`src/rtl/rrf_pkg.sv`:
```
package rrf_pkg;
  localparam int unsigned RRF_ROLES = 2;

  typedef enum logic [1:0] {
    RRF_IDLE       = 2'd0,
    RRF_FWD        = 2'd1,
    RRF_KILL_OWN   = 2'd2,
    RRF_KILL_ROGUE = 2'd3
  } rrf_act_e;
endpackage

```
`src/rtl/rrf_classify.sv`:
```
module rrf_classify
  import rrf_pkg::*;
#(
  parameter int unsigned NODE_W = 8,
  parameter int unsigned HDR_W  = 16
) (
  input  logic                 in_valid,
  input  logic [HDR_W-1:0]     hdr,
  input  logic [NODE_W-1:0]    local_id,
  input  logic [RRF_ROLES-1:0] role_en,
  output rrf_act_e             act,
  output logic [HDR_W-1:0]     hdr_fwd
);
  localparam int unsigned MARK_LO = NODE_W;

  logic [RRF_ROLES-1:0] mark;
  logic [RRF_ROLES-1:0] hit;
  logic [RRF_ROLES-1:0] mark_new;
  logic                 is_own;

  assign mark   = hdr[MARK_LO +: RRF_ROLES];
  assign is_own = (hdr[NODE_W-1:0] == local_id);

  // one tester/marker per role; a disabled role leaves its bit alone
  generate
    for (genvar k = 0; k < RRF_ROLES; k++) begin : g_role
      assign hit[k]      = role_en[k] & mark[k];
      assign mark_new[k] = mark[k] | role_en[k];
    end
  endgenerate

  always_comb begin
    hdr_fwd                         = hdr;
    hdr_fwd[MARK_LO +: RRF_ROLES]   = mark_new;
    if (!in_valid)      act = RRF_IDLE;
    else if (is_own)    act = RRF_KILL_OWN;
    else if (|hit)      act = RRF_KILL_ROGUE;
    else                act = RRF_FWD;
  end
endmodule

```
`src/rtl/rrf_fault.sv`:
```
module rrf_fault #(
  parameter int unsigned CNT_W = 8
) (
  input  logic             clk,
  input  logic             rst,
  input  logic             rogue_hit,
  input  logic             fault_clr,
  input  logic             irq_en,
  output logic             fault,
  output logic             irq,
  output logic [CNT_W-1:0] count
);
  localparam logic [CNT_W-1:0] CNT_MAX = '1;

  logic             fault_q;
  logic             irq_q;
  logic [CNT_W-1:0] cnt_q;
  logic             fault_nxt;

  // a new hit wins over a clear in the same cycle
  assign fault_nxt = (fault_q & ~fault_clr) | rogue_hit;

  always_ff @(posedge clk) begin
    if (rst) begin
      fault_q <= 1'b0;
      irq_q   <= 1'b0;
      cnt_q   <= '0;
    end else begin
      fault_q <= fault_nxt;
      irq_q   <= fault_nxt & irq_en;
      if (rogue_hit && (cnt_q != CNT_MAX)) cnt_q <= cnt_q + 1'b1;
    end
  end

  assign fault = fault_q;
  assign irq   = irq_q;
  assign count = cnt_q;

  a_r7_sticky: assert property (@(posedge clk) disable iff (rst)
    (fault_q && !fault_clr) |=> fault_q);
  a_r7_set: assert property (@(posedge clk) disable iff (rst)
    rogue_hit |=> fault_q);
  a_r9_saturate: assert property (@(posedge clk) disable iff (rst)
    (cnt_q == CNT_MAX) |=> (cnt_q == CNT_MAX));
  a_r9_step: assert property (@(posedge clk) disable iff (rst)
    (rogue_hit && cnt_q != CNT_MAX) |=> (cnt_q == $past(cnt_q) + 1'b1));
endmodule

```
`src/rtl/ring_rogue_filter.sv`:
```
module ring_rogue_filter
  import rrf_pkg::*;
#(
  parameter int unsigned NODE_W = 8,
  parameter int unsigned HDR_W  = 16,
  parameter int unsigned CNT_W  = 8
) (
  input  logic              clk,
  input  logic              rst,
  input  logic [NODE_W-1:0] local_id,
  input  logic [1:0]        role_en,
  input  logic              in_valid,
  input  logic [HDR_W-1:0]  in_hdr,
  input  logic              irq_en,
  input  logic              fault_clr,
  output logic              out_valid,
  output logic [HDR_W-1:0]  out_hdr,
  output logic              drop_own,
  output logic              drop_rogue,
  output logic              fault,
  output logic              irq,
  output logic [CNT_W-1:0]  rogue_count
);
  rrf_act_e         act;
  logic [HDR_W-1:0] hdr_fwd;
  logic             ov_q, own_q, rog_q;
  logic [HDR_W-1:0] hdr_q;

  rrf_classify #(.NODE_W(NODE_W), .HDR_W(HDR_W)) u_cls (
    .in_valid (in_valid),
    .hdr      (in_hdr),
    .local_id (local_id),
    .role_en  (role_en),
    .act      (act),
    .hdr_fwd  (hdr_fwd)
  );

  always_ff @(posedge clk) begin
    if (rst) begin
      ov_q  <= 1'b0;
      own_q <= 1'b0;
      rog_q <= 1'b0;
      hdr_q <= '0;
    end else begin
      ov_q  <= (act == RRF_FWD);
      own_q <= (act == RRF_KILL_OWN);
      rog_q <= (act == RRF_KILL_ROGUE);
      if (act == RRF_FWD) hdr_q <= hdr_fwd;
    end
  end

  rrf_fault #(.CNT_W(CNT_W)) u_flt (
    .clk       (clk),
    .rst       (rst),
    .rogue_hit (act == RRF_KILL_ROGUE),
    .fault_clr (fault_clr),
    .irq_en    (irq_en),
    .fault     (fault),
    .irq       (irq),
    .count     (rogue_count)
  );

  assign out_valid  = ov_q;
  assign out_hdr    = hdr_q;
  assign drop_own   = own_q;
  assign drop_rogue = rog_q;

  a_r2_own_removed: assert property (@(posedge clk) disable iff (rst)
    (in_valid && in_hdr[NODE_W-1:0] == local_id) |=> (drop_own && !out_valid && !drop_rogue));
  a_r4_rogue_removed: assert property (@(posedge clk) disable iff (rst)
    (in_valid && in_hdr[NODE_W-1:0] != local_id && |(role_en & in_hdr[NODE_W +: 2]))
      |=> (drop_rogue && !out_valid));
  a_r3_marks_set: assert property (@(posedge clk) disable iff (rst)
    (in_valid && !rst) |=> (!out_valid || ((out_hdr[NODE_W +: 2] & $past(role_en)) == $past(role_en))));
  a_r10_exclusive: assert property (@(posedge clk) disable iff (rst)
    $onehot0({out_valid, drop_own, drop_rogue}));
  a_r10_idle: assert property (@(posedge clk) disable iff (rst)
    !in_valid |=> !(out_valid || drop_own || drop_rogue));
endmodule

```
`config.mk`:
```
export PLATFORM = sky130hd
export DESIGN_NAME = ring_rogue_filter
export DESIGN_NICKNAME = d
export VERILOG_FILES = /design/src/rtl/rrf_pkg.sv /design/src/rtl/rrf_classify.sv /design/src/rtl/rrf_fault.sv /design/src/rtl/ring_rogue_filter.sv
export SDC_FILE = /design/constraint.sdc
export NUM_CORES = 1
export LEC_CHECK = 0
export ABC_AREA = 1
export BUFFER_PORTS_ARGS = -buffer_cell sky130_fd_sc_hd__buf_2
export CAP_MARGIN = 20
export CORE_UTILIZATION = 43
export CTS_BUF_LIST = sky130_fd_sc_hd__clkbuf_16
export DETAILED_ROUTE_END_ITERATION = 10
export PLACE_DENSITY = 0.74
export SETUP_SLACK_MARGIN = 0.5
export SLEW_MARGIN = 25
export SYNTH_ARGS = -nofsm -noshare
export SYNTH_HDL_FRONTEND = slang
export SYNTH_SLANG_ARGS = --single-unit
```
`constraint.sdc`:
```
create_clock -name clk -period 1.4 [get_ports clk]
set_clock_uncertainty 0.1 [all_clocks]
set_input_delay 0.14 -clock clk [delete_from_list [all_inputs] [get_ports clk]]
set_output_delay 0.14 -clock clk [all_outputs]
set_load 0.1 [all_outputs]
```
Word level (Yosys, flattened, before mapping)

Cells that the tools add are included.

Output and inout bits: 29
Latch bits: 0
Logic and storage cells: 26
Input port bits: 31
Bits in writable memories: 0
Bits in read-only memories: 0
Bits in registers: 29
Memories: 0

Multiplexer cells: 3
Multiply operators: 0
Reduce and logical (&&, ||, !) cells: 2
Bitwise operators: 8
Equal/unequal tests: 5
Add/sub/neg operators: 1
Shift-type cells: 0
Div/mod/pow operators: 0
$lt $le $gt $ge: 0

Operators with widths:

| operator              | number |
|---|---|
| $add A8 B1 Y8 const B | 1 |
| $eq A8 B8 Y1          | 1 |
| $ne A8 B8 Y1 const B  | 1 |
| $mux W2               | 3 |
| $and A1 B1 Y1         | 4 |
| $eq A2 B2 Y1 const B  | 2 |
| $or A1 B1 Y1          | 3 |
| $eq A2 B1 Y1 const B  | 1 |
| $reduce_or A2 Y1      | 1 |
| $logic_and A1 B1 Y1   | 1 |
| $not A1 Y1            | 1 |

Depth between registers and ports, before layout

Gate-level depths: netlist of run 1.

Depth in word-level cells: 8
Mapped depth: 12
Mapped depth without buffers: 11

Cells and area by module

From an unflattened synthesis of run 1, not the netlist that was laid out.

Cells, all modules: 245
Area total of the unflattened synthesis: 1,621.6 um^2

By module, submodules not included:

| module            | sequential area each (um^2) | cells an instance | times used | area each (um^2) |
|---|---|---|---|---|
| ring_rogue_filter | 380.4                       | 113               | 1          | 788.3 |
| rrf_fault         | 200.2                       | 76                | 1          | 539.3 |
| rrf_classify      | 0.0                         | 56                | 1          | 294.0 |

Least setup slack after synthesis of run 1

OpenSTA, ideal clock, no wires.

Path type: register to register
Start: register u_flt.cnt_q[1] (netlist: u_flt.count[1])
End: register u_flt.cnt_q[2] (netlist: u_flt.count[2])
Slack: -0.857 ns
Stages on the path, launching flop included: 8
Clock period less this slack: 2.257 ns
Arrival: 2.087 ns
Path buffers: 0
Data required time: 1.230 ns
Cell sequence: dfxtp_1 -> ha_1 -> nand2_1 -> nor2_1 -> nand2_1 -> nand4_2 -> nand2_1 -> a21oi_1

Word-level cells in the longest chain between the ends: 2

Ends and longest elaborated chain:

| element                                               | RTL line        | text |
|---|---|---|
| from (decl)                                           | rrf_fault.sv:17 | `logic [CNT_W-1:0] cnt_q;` |
| from (signal assigned)                                | rrf_fault.sv:31 | `if (rogue_hit && (cnt_q != CNT_MAX)) cnt_q <= cnt_q + 1'b1;` |
| branches (longest 2 deep; another with $add A8 B1 Y8) | n/a             |  |

Several ways; the timed one is not identified.
A chain may end at the register's enable or synchronous reset.

Worst setup path after layout of run 1

Start: register u_flt.cnt_q[0] (netlist: u_flt.count[0])
End: register u_flt.cnt_q[7] (netlist: u_flt.count[7])

The elaborated chain is that of the path after synthesis.

==> results.cfg, run 1 <==
[drt]
first_pass_iters = 4
drcViolationCount = 0
vias_per_cell = 4.98
drt_iter0_drc = 99
drt-total-wl_um = 5600
drt-wirelength-per-cell_um = 15.3
postRouteAntennaNets = 0
vias = 1821

[final_layout]
layout_commonest_cell = nor2_1
diodes = 0
drive_gt1_share_pct = 54.4
final_cells = 366
fin_nets = 351
area_growth_syn_to_layout_pct = 96.9
layout_common_cells = 44 x nor2_1, 42 x nand2_1, 28 x buf_12

[synthesis]
synth_area_leader_cell = dfxtp_1
syn_inst = 230
netlist_top_cells_area = dfxtp_1 38%, nand2_1 15%, nor2_1 13%
synth_cell_type_count = 27
syn_area_per_cell_um2 = 6.62
synth_top_area_share_pct = 38.1
yosysSeqAreaShare_pct = 38.1
yosysWarnings = 0
synth_nets = 262
syn-cell-area_mm2 = 0.00152
synth-seq-cells = 29

[placed_design]
gp_congestion = 0.800
post-place-cells = 339
dp_hpwl_um = 2650
portBuffers = 59
dp_slack_ns = 0.0108

[setup_path]
timing.critical_path.buf_inv = 0
path_class = reg2reg
crit_start = u_flt.count[0]
r2r-start = u_flt.count[0]
end_kind = register
r2r_setup_slack_ns = 0.01
required_ns = 1.49
crit_chain = ha_4 -> nand2_4 -> nor2_4 -> nand2_4 -> nand4_4 -> nand2_1 -> a21oi_1
crit_path_frequent_cell = nand2_4
cpMaxStageDelayCell = dfxtp_4
cp_slowest_stage_delay_ns = 0.36
crit_path_start_kind = register
arrival_ns = 1.48
critPathMaxFanout = 8
cp_top_family = simple AND/OR/NAND/NOR gates

[run_status]
run_status = complete, but fails checks
violations = hold timing

[sta]
setup_viol = 0
final_max_slew_viol_count = 0
hold_viol_final = 1
fin_crit_sh_pct = 99.2
max_freq_ghz = 0.720
worst_slack_ns = 0.0112
max_slew_margin_pct = 78.5
hold_ws_ns = -0.00289
fin_crit_ns = 1.39
rsz0062_at_grt = yes
worst_pin_slew_ns = 0.322

[die]
core_area_mm2 = 0.00336
die-area_mm2 = 0.00378
rows = 21
die_h_um = 61.5
initial_core_util_pct = 45.3
fp.dieW_um = 61.5
boundaryPins = 60

[grt]
grt_use_met1_pct = 31.8
grt_most_used_layer = met2
grt_overflow = 0
grt_start_max_net_pins = 10
grtUsageTotal_pct = 27.5
grt_pass1_wl_um = 7420
use_met2_pct = 47.6
antenna_found_initial = 0
grtUsageMet3_pct = 9.03
grt_pass1_vias = 1719

[clock_network]
clock_latency_ns = 0.28
htree_levels = 2
cts_tree = built
path_clk_slew_ns = 0.05
cts.sinks = 29
cts_max_path_buffers = 2
cts_root_buf = clkbuf_16
cts_made_buffers = 5

[power]
ir_worst_vdd_uv = 797
p_leak_uw = 0.00146
powerDensity_mw_per_mm2 = 964

[min_path]
hold_path.class = in2reg
min_from = irq_en

[run]
drv_cap = 0
## final timing paths
| kind | end | depth (start not counted) |
|---|---|---|
| max | u_flt.count[7] | 7 |
| min | u_flt.irq | 2 |
| max reg2reg | u_flt.count[7] | 7 |
| min reg2reg | u_flt.count[6] | 2 |
## logic make-up after synthesis
kind of cell / after synthesis / synth area share [%]
compound gates: 27 / 10.7
flops: 29 / 38.1
buf+inv: 39 / 11.2
fa+ha+maj: 1 / 0.822
xor+xnor: 3 / 1.73
simple gates: 131 / 37.5
## cells in the mapped netlist
| library cell | number |
|---|---|
| ha_1 | 1 |
| clkbuf_1 | 2 |
| inv_2 | 4 |
| buf_6 | 1 |
| dfxtp_1 | 29 |
| inv_1 | 31 |
| o22ai_4 | 1 |
| nand3_1 | 3 |
| nor3_1 | 1 |
| nor2_8 | 1 |
| o21ai_2 | 1 |
| nand4_1 | 5 |
| nor2_1 | 51 |
| buf_12 | 1 |
| nand3b_1 | 1 |
| nand2_4 | 3 |
| xor2_1 | 2 |
| xnor2_1 | 1 |
| o21ai_1 | 10 |
| nor2_2 | 3 |
| nand2_1 | 61 |
| nand2_2 | 1 |
| o2111ai_1 | 1 |
| a21boi_0 | 2 |
| a21oi_1 | 4 |
| o21ai_0 | 8 |
| nand4_2 | 1 |
## routing by layer
layer / wire, um / share of wire [%]
met2: 2900 / 52
met1: 2210 / 40
met4: 140 / 2.5
met5: 0 / 0
met3: 343 / 6.1
## what timing repair did
action,in CTS,in global routing
setup endpoints to repair,57,57
pin swaps,15,15
endpoints found under the hold margin,6,0
hold buffers,6,0
cloned,2,0
setup buffers,5,6
gates resized for setup,139,47
## stage by stage
stage	hold WS (ns)	TNS (ns)	utilization, %	power, uW	cell area [um2]
CTS	0.00182	0	83.2	2800	2800
global route	0.0153	-0.173	89.1	2980	3000
global placement	0.261	-0.00840	61.1	1590	2050
detailed placement	0.267	0	61.1	1590	2050
finish	-0.00289	0	89.1	2890	3000
floorplan	0.0994	-0.890	-	1440	1680
## worst register-to-register path, stage by stage, from the launching register on
cell and delay, ns:
dfxtp_4 0.36, ha_4 0.15, nand2_4 0.06, nor2_4 0.13, nand2_4 0.09, nand4_4 0.13
nand2_1 0.10, a21oi_1 0.17
## layout make-up
cell class / count / area (um2)
repair buffers: 84 / 1040
multi-input cells: 164 / 945
flip-flops and latches: 29 / 644
fillers: 153 / 365
inverters: 35 / 179
clock buffers: 5 / 125
well taps: 46 / 57.6
clock inverters: 3 / 11.3
## power by group
group	internal [uW]	switching, uW	total, uW
Sequential	869	54.0	923
Combinational	363	592	954
Clock	637	374	1010
Total	1870	1020	2890
## sequential cells by signal, indices dropped and copies added (netlist names)
name	count
drop_own	1
drop_rogue	1
out_hdr	16
out_valid	1
u_flt.count	8
u_flt.fault	1
u_flt.irq	1
Power figures use the tool's default switching activity.
==> run 2, diff against run 1 <==
- CTS_CLUSTER_DIAMETER: not set -> 200
- PLACE_DENSITY: 0.74 -> 0.85
==> results.cfg, run 2 (same netlist as run 1, synthesis figures left out) <==
[final_layout]
largest_register_ffs = 16
drive_gt1_share_pct = 57.0
fin_nets = 345
diodes = 0
finalInstanceArea_mm2 = 0.00297
area_growth_syn_to_layout_pct = 95.3
layout_common_cells = 45 x nand2_1, 44 x nor2_1, 29 x buf_12
layout_commonest_cell = nand2_1
fin_util_pct = 88.4

[setup_path]
cp_top_family = simple AND/OR/NAND/NOR gates
r2r_setup_slack_ns = -0.1
cp_slowest_stage_delay_ns = 0.36
timing.critical_path.buf_inv = 0
crit_path_start_kind = register
crit_path_frequent_cell = nand2_4
path_class = reg2reg
r2r-end = u_flt.count[4]
crit_cells = 7
endpoint = u_flt.count[4]
arrival_ns = 1.57
r2r-start = u_flt.count[0]
crit_chain = ha_4 -> nand2_4 -> nor2_4 -> nand2_4 -> nand4_4 -> nand2_1 -> a21oi_1
r2r_cells = 7
required_ns = 1.48
critPathMaxFanout = 8
crit_start = u_flt.count[0]
cpMaxStageDelayCell = dfxtp_4
end_kind = register

[sta]
final_max_slew_viol_count = 0
worst_slack_ns = -0.0982
max_freq_ghz = 0.667
fin_crit_sh_pct = 107
rsz0062_at_grt = yes
fin_crit_ns = 1.50
setup_viol = 2
hold_viol_final = 0
finalSetupTns_ns = -0.129
worst_pin_slew_ns = 0.354
max_slew_margin_pct = 76.4

[run]
drv_cap = 0

[clock_network]
cts_max_path_buffers = 2
path_clk_slew_ns = 0.05
cts_root_buf = clkbuf_16
cts_tree = built
clock_latency_ns = 0.27
cts.sinks = 29
htree_levels = 2
cts_made_buffers = 5

[placed_design]
dp_slack_ns = 0.0123
placed_area_mm2 = 0.00204
portBuffers = 59
gp_congestion = 0.850
dp_hpwl_um = 2740

[run_status]
violations = setup timing
run_status = complete, but fails checks

[die]
die_h_um = 61.5
boundaryPins = 60
initial_core_util_pct = 45.3
die-area_mm2 = 0.00378
fp.dieW_um = 61.5
rows = 21
core_area_mm2 = 0.00336

[grt]
grtUsageTotal_pct = 28.1
grt_overflow = 0
grt_start_max_net_pins = 17
grt_pass1_vias = 1731
grt_pass1_wl_um = 7630
antenna_found_initial = 0

[drt]
drcViolationCount = 0
drt-total-wl_um = 6040
drt-wirelength-per-cell_um = 16.8
drt_iter0_drc = 112
vias_per_cell = 5.20
vias = 1873
first_pass_iters = 4
postRouteAntennaNets = 0

[power]
total_power_uw = 2880
p_leak_uw = 0.00142
powerDensity_mw_per_mm2 = 969
ir_worst_vdd_uv = 777

[min_path]
min_from = rst
hold_path.class = in2reg
-- run 2: cell count changes in the layout (fill, tap and decap cells not counted), moves of 3 or more --
| cell | change |
|---|---|
| o21ai_1 | -8 |
| dfxtp_2 | -5 |
| nand2_1 | +3 |
| o21ai_2 | +7 |
| inv_1 | -4 |
| dfxtp_4 | +5 |
| buf_4 | -5 |
| inv_2 | +6 |
-- run 2: cell type report --
class | instances | area [um2]
well taps | 46 | 57.6
clock buffers | 5 | 125
fillers | 167 | 389
flip-flops and latches | 29 | 657
repair buffers | 79 | 996
inverters | 35 | 169
multi-input cells | 163 | 956
clock inverters | 3 | 13.8
-- run 2: stage by stage --
step | hold slack [ns] | instances
4_1_cts | 0.000106 | 356
5_1_grt | 0.0112 | 360
3_3_place_gp | 0.261 | 337
6_report | 0.00458 | 360
3_5_place_dp | 0.272 | 337
2_1_floorplan | 0.0994 | 230
-- run 2: power breakdown --
part	switching, uW	internal (uW)	total (uW)
Combinational	593	353	946
Clock	365	643	1010
Sequential	61.3	866	927
-- run 2: repair_timing --
item,4_1_cts,5_1_grt
resized for setup,137,61
hold buffers,4,0
pin swaps,17,7
setup buffers,6,4
setup endpoints to repair,57,58
hold endpoints to repair,4,0
gates cloned,1,0
-- run 2: worst register-to-register path: stages (launching register included) --
cell and delay, ns:
dfxtp_4 0.36, ha_4 0.16, nand2_4 0.06, nor2_4 0.16
nand2_4 0.10, nand4_4 0.13, nand2_1 0.11, a21oi_1 0.23
-- run 2: layer usage --
metal,track usage (%),share of wire [%],vias up
li1,-,-,877
met1,28.9,35,893
met2,54.2,57,84
met3,8.19,5.6,19
met4,8.57,2.8,0
met5,0,0,-
-- run 2: worst min-delay path by stage --
| stage | cells past startpoint | end | slack (ns) |
|---|---|---|---|
| final | 2 | u_flt.count[2] | 0.005 |
| after global routing | 2 | u_flt.count[2] | 0.01 |
| after CTS | 3 | out_hdr[6] | 0.0001 |
| after detailed placement | 3 | out_hdr[15] | 0.27 |
| after global placement | 3 | out_hdr[13] | 0.26 |
| after floorplan | 1 | u_flt.count[2] | 0.1 |
==> run 3, diff against run 2 <==
- ABC_AREA: 1 -> 0
- CORE_UTILIZATION: 43 -> 41
- PLACE_DENSITY: 0.85 -> 0.84
- SKIP_LAST_GASP: not set -> 1
==> results.cfg, run 3 <==
[synthesis]
synth-xor-area-share_pct = 6.10
syn_area_per_cell_um2 = 9.87
netlist_top_cells_area = dfxtp_1 45%, mux2i_1 12%, nor2_1 7.0%
synth_edf_count = 0
yosys.area_share.simple_pct = 20.7
synth_top_area_share_pct = 44.9
synth_fa_ha_area_share_pct = 0.968
syn-cell-area_mm2 = 0.00129
synthTopCellsByCount = 29 x dfxtp_1, 24 x nor2_1, 15 x mux2i_1
synth_top_family_by_area = simple AND/OR/NAND/NOR gates
yosysWarnings = 0
synth_area_leader_cell = dfxtp_1
synth_most_common_cell = dfxtp_1
syn_inst = 131
synth_nets = 163
synth_mux_area_share_pct = 11.6
yosysSeqAreaShare_pct = 44.9
synth_flop_cell = dfxtp_1
synth_compound_area_share_pct = 11.0
synth_cell_type_count = 33
async_reset_ff_share_pct = 0
synth-seq-cells = 29

[run_status]
haltStage = 5_1_grt
run_status = did not finish
tool.error = [ERROR DPL-0038] Utilization greater than 100%, impossible to legalize

[die]
rows = 20
boundaryPins = 60
die_h_um = 58.1
initial_core_util_pct = 42.7
fp.dieW_um = 58.1

[clock_network]
cts_root_buf = clkbuf_16
hold_buffers = 0
cts_made_buffers = 5
htree_levels = 2
cts.sinks = 29
cts_max_path_buffers = 2

[placed_design]
portBuffers = 59
gp_congestion = 0.815
dp_slack_ns = -0.445
dp_hpwl_um = 2310

[sta]
grt-worst-endpoint = u_flt.count[7]$_SDFFE_PP0P_/D
worstEndpointType = register input

[grt]
grt_start_max_net_pins = 13
antenna_found_initial = 1
==> run 3: repair_timing <==
item	4_1_cts
endpoints found under the setup margin	58
buffers inserted	12
gates cloned	3
pin swaps	14
resized for setup	120
==> run 3: per-stage QoR <==
step                      cell area (um2)  hold WS [ns]  TNS (ns)  cells
after floorplan                      1440         0.175     -3.39    131
after CTS                            2800       0.00723     -1.80    273
after global placement               2040         0.276     -7.30    250
after detailed placement             2040         0.282     -7.97    250
==> run 3: logic make-up after synthesis <==
| family | Yosys count |
|---|---|
| muxes | 15 |
| AOI/OAI and AO/OA | 18 |
| DFF | 29 |
| adders and majority gates | 1 |
| xor gates and xnor gates | 9 |
| buffers and inverters | 9 |
| and+or+nand+nor | 50 |
==> run 4, diff against run 3 <==
- CORE_UTILIZATION: 41 -> 35
- CTS_BUF_LIST: sky130_fd_sc_hd__clkbuf_16 -> not set
- CTS_CLUSTER_DIAMETER: 200 -> not set
- PLACE_DENSITY: 0.84 -> not set
- PLACE_DENSITY_LB_ADDON: not set -> 0.15
- SETUP_SLACK_MARGIN: 0.5 -> not set
- clock period: 1.4 -> 1.82 ns (I/O delays scaled with it)
==> results.cfg, run 4 <==
[run_status]
run_status = complete, but fails checks
violations = setup timing

[sta]
hold_ws_ns = 0.0322
finalSetupTns_ns = -0.0416
fin_crit_sh_pct = 102
fin_crit_ns = 1.86
worst_slack_ns = -0.0416
max_freq_ghz = 0.537
rsz0062_at_grt = yes
max_slew_margin_pct = 53.1
final_max_slew_viol_count = 0
setup_viol = 1
worst_pin_slew_ns = 0.701
hold_viol_final = 0

[final_layout]
nFillCells = 328
diodes = 0
area_growth_syn_to_layout_pct = 42.6
layout_common_cells = 59 x buf_2, 24 x nor2_1, 21 x dfxtp_1
drive_gt1_share_pct = 50.0
largest_register_ffs = 16
fin_nets = 236
layout_commonest_cell = buf_2
finalInstanceArea_mm2 = 0.00184

[synthesis]
yosysSeqAreaShare_pct = 44.9
syn_inst = 131
synth_area_leader_cell = dfxtp_1
synth_most_common_cell = dfxtp_1
synth_nets = 163
synth-seq-cells = 29
syn-cell-area_mm2 = 0.00129
synth_edf_count = 0
synthTopCellsByCount = 29 x dfxtp_1, 24 x nor2_1, 15 x mux2i_1
syn_area_per_cell_um2 = 9.87
synth_flop_cell = dfxtp_1
netlist_top_cells_area = dfxtp_1 45%, mux2i_1 12%, nor2_1 7.0%
synth_top_area_share_pct = 44.9
async_reset_ff_share_pct = 0
yosysWarnings = 0
synth_cell_type_count = 33

[die]
die_h_um = 62.8
rows = 21
core_area_mm2 = 0.00344
initial_core_util_pct = 37.5
boundaryPins = 60
fp.dieW_um = 62.8
die-area_mm2 = 0.00394

[drt]
postRouteAntennaNets = 0
drt-wirelength-per-cell_um = 11.7
vias = 1184
drt-total-wl_um = 2920
drt_iter0_drc = 42
first_pass_iters = 4
drcViolationCount = 0
vias_per_cell = 4.74

[clock_network]
cts_max_path_buffers = 2
cts_tree = built
htree_levels = 2
cts_made_buffers = 5
cts_root_buf = clkbuf_8
cts.sinks = 29
hold_buffers = 0
path_clk_slew_ns = 0.06
clock_latency_ns = 0.27

[power]
powerDensity_mw_per_mm2 = 865
p_leak_uw = 0.000883
ir_worst_vdd_uv = 381

[setup_path]
cp_top_family = simple AND/OR/NAND/NOR gates
timing.critical_path.buf_inv = 0
arrival_ns = 1.96
path_class = reg2reg
cpMaxStageDelayCell = or4b_4
end_kind = register
critPathMaxFanout = 2
crit_chain = ha_4 -> nand4_1 -> or3b_4 -> nor2_4 -> or4b_4 -> a21oi_2
crit_path_start_kind = register
required_ns = 1.92
cp_slowest_stage_delay_ns = 0.47

[placed_design]
dp_hpwl_um = 2250
placed_area_mm2 = 0.00172
dp_slack_ns = -0.0470
gp_congestion = 0.734
portBuffers = 59

[grt]
grt_pass1_vias = 1222
grt_pass1_wl_um = 5020
grt_overflow = 0
antenna_found_initial = 0
grtUsageTotal_pct = 16.5
grt_start_max_net_pins = 19

[run]
drv_cap = 0

[min_path]
hold_path.class = in2reg
## run 4: layout make-up
cell class | count | area (um2) | area share (%)
sequential | 29 | 603 | 32.7
multi-input combinational | 93 | 688 | 37.3
timing repair buffer | 73 | 400 | 21.7
tap | 46 | 57.6 | 3.12
clock buffer | 7 | 86.3 | 4.68
inverter | 2 | 7.51 | 0.407
## run 4: routing by layer
| metal | share of wire [%] | routed length (um) | GRT usage, % | up-vias |
|---|---|---|---|---|
| met5 | 0 | 0 | 0 | - |
| met4 | 1.5 | 44 | 9.01 | 0 |
| met3 | 6.0 | 174 | 4.56 | 5 |
| met2 | 51 | 1480 | 28.9 | 39 |
| met1 | 42 | 1220 | 17.7 | 540 |
| li1 | - | - | - | 600 |
## run 4: final timing paths
check,slack [ns],endpoint,from,cells after the start
worst max-delay path,-0.04,u_flt.count[7],u_flt.count[1],6
worst max register to register,-0.04,u_flt.count[7],u_flt.count[1],6
worst min-delay path,0.03,u_flt.irq,irq_en,2
worst min register to register,0.39,out_hdr[2],out_hdr[2],2
## run 4: stage by stage
stage	total power [uW]	instances	util [%]
4_1_cts	1620	250	53.4
5_1_grt	1680	250	53.5
6_report	1590	250	53.5
3_3_place_gp	1090	240	49.8
2_1_floorplan	1000	131	-
3_5_place_dp	1090	240	50.0
## run 4: cells by family (layout without fill, tap and decap cells)
logic type               Yosys count  after routing  share of synthesized area [%]
AND/OR/NAND/NOR                   50             50                           20.7
flip-flops                        29             29                           44.9
AO/OA/AOI/OAI                     18             18                           11.0
multiplexers                      15             15                           11.6
XOR/XNOR                           9              9                           6.10
buffers and inverters              9             82                           4.65
adder cells (fa/ha/maj)            1              1                          0.968
## run 4: where the power goes
part           switching [uW]  total (uW)  internal [uW]  leakage, uW
Sequential               14.4         673            659     0.000242
Combinational             304         406            102     0.000596
Clock                     216         515            299    0.0000443
Total                     535        1590           1060     0.000883
## run 4: repair_timing
| action | in CTS | in global routing |
|---|---|---|
| pin swaps | 3 | 2 |
| setup endpoints to repair | 1 | 1 |
| gates resized for setup | 2 | 1 |
| setup buffers | 3 | 0 |
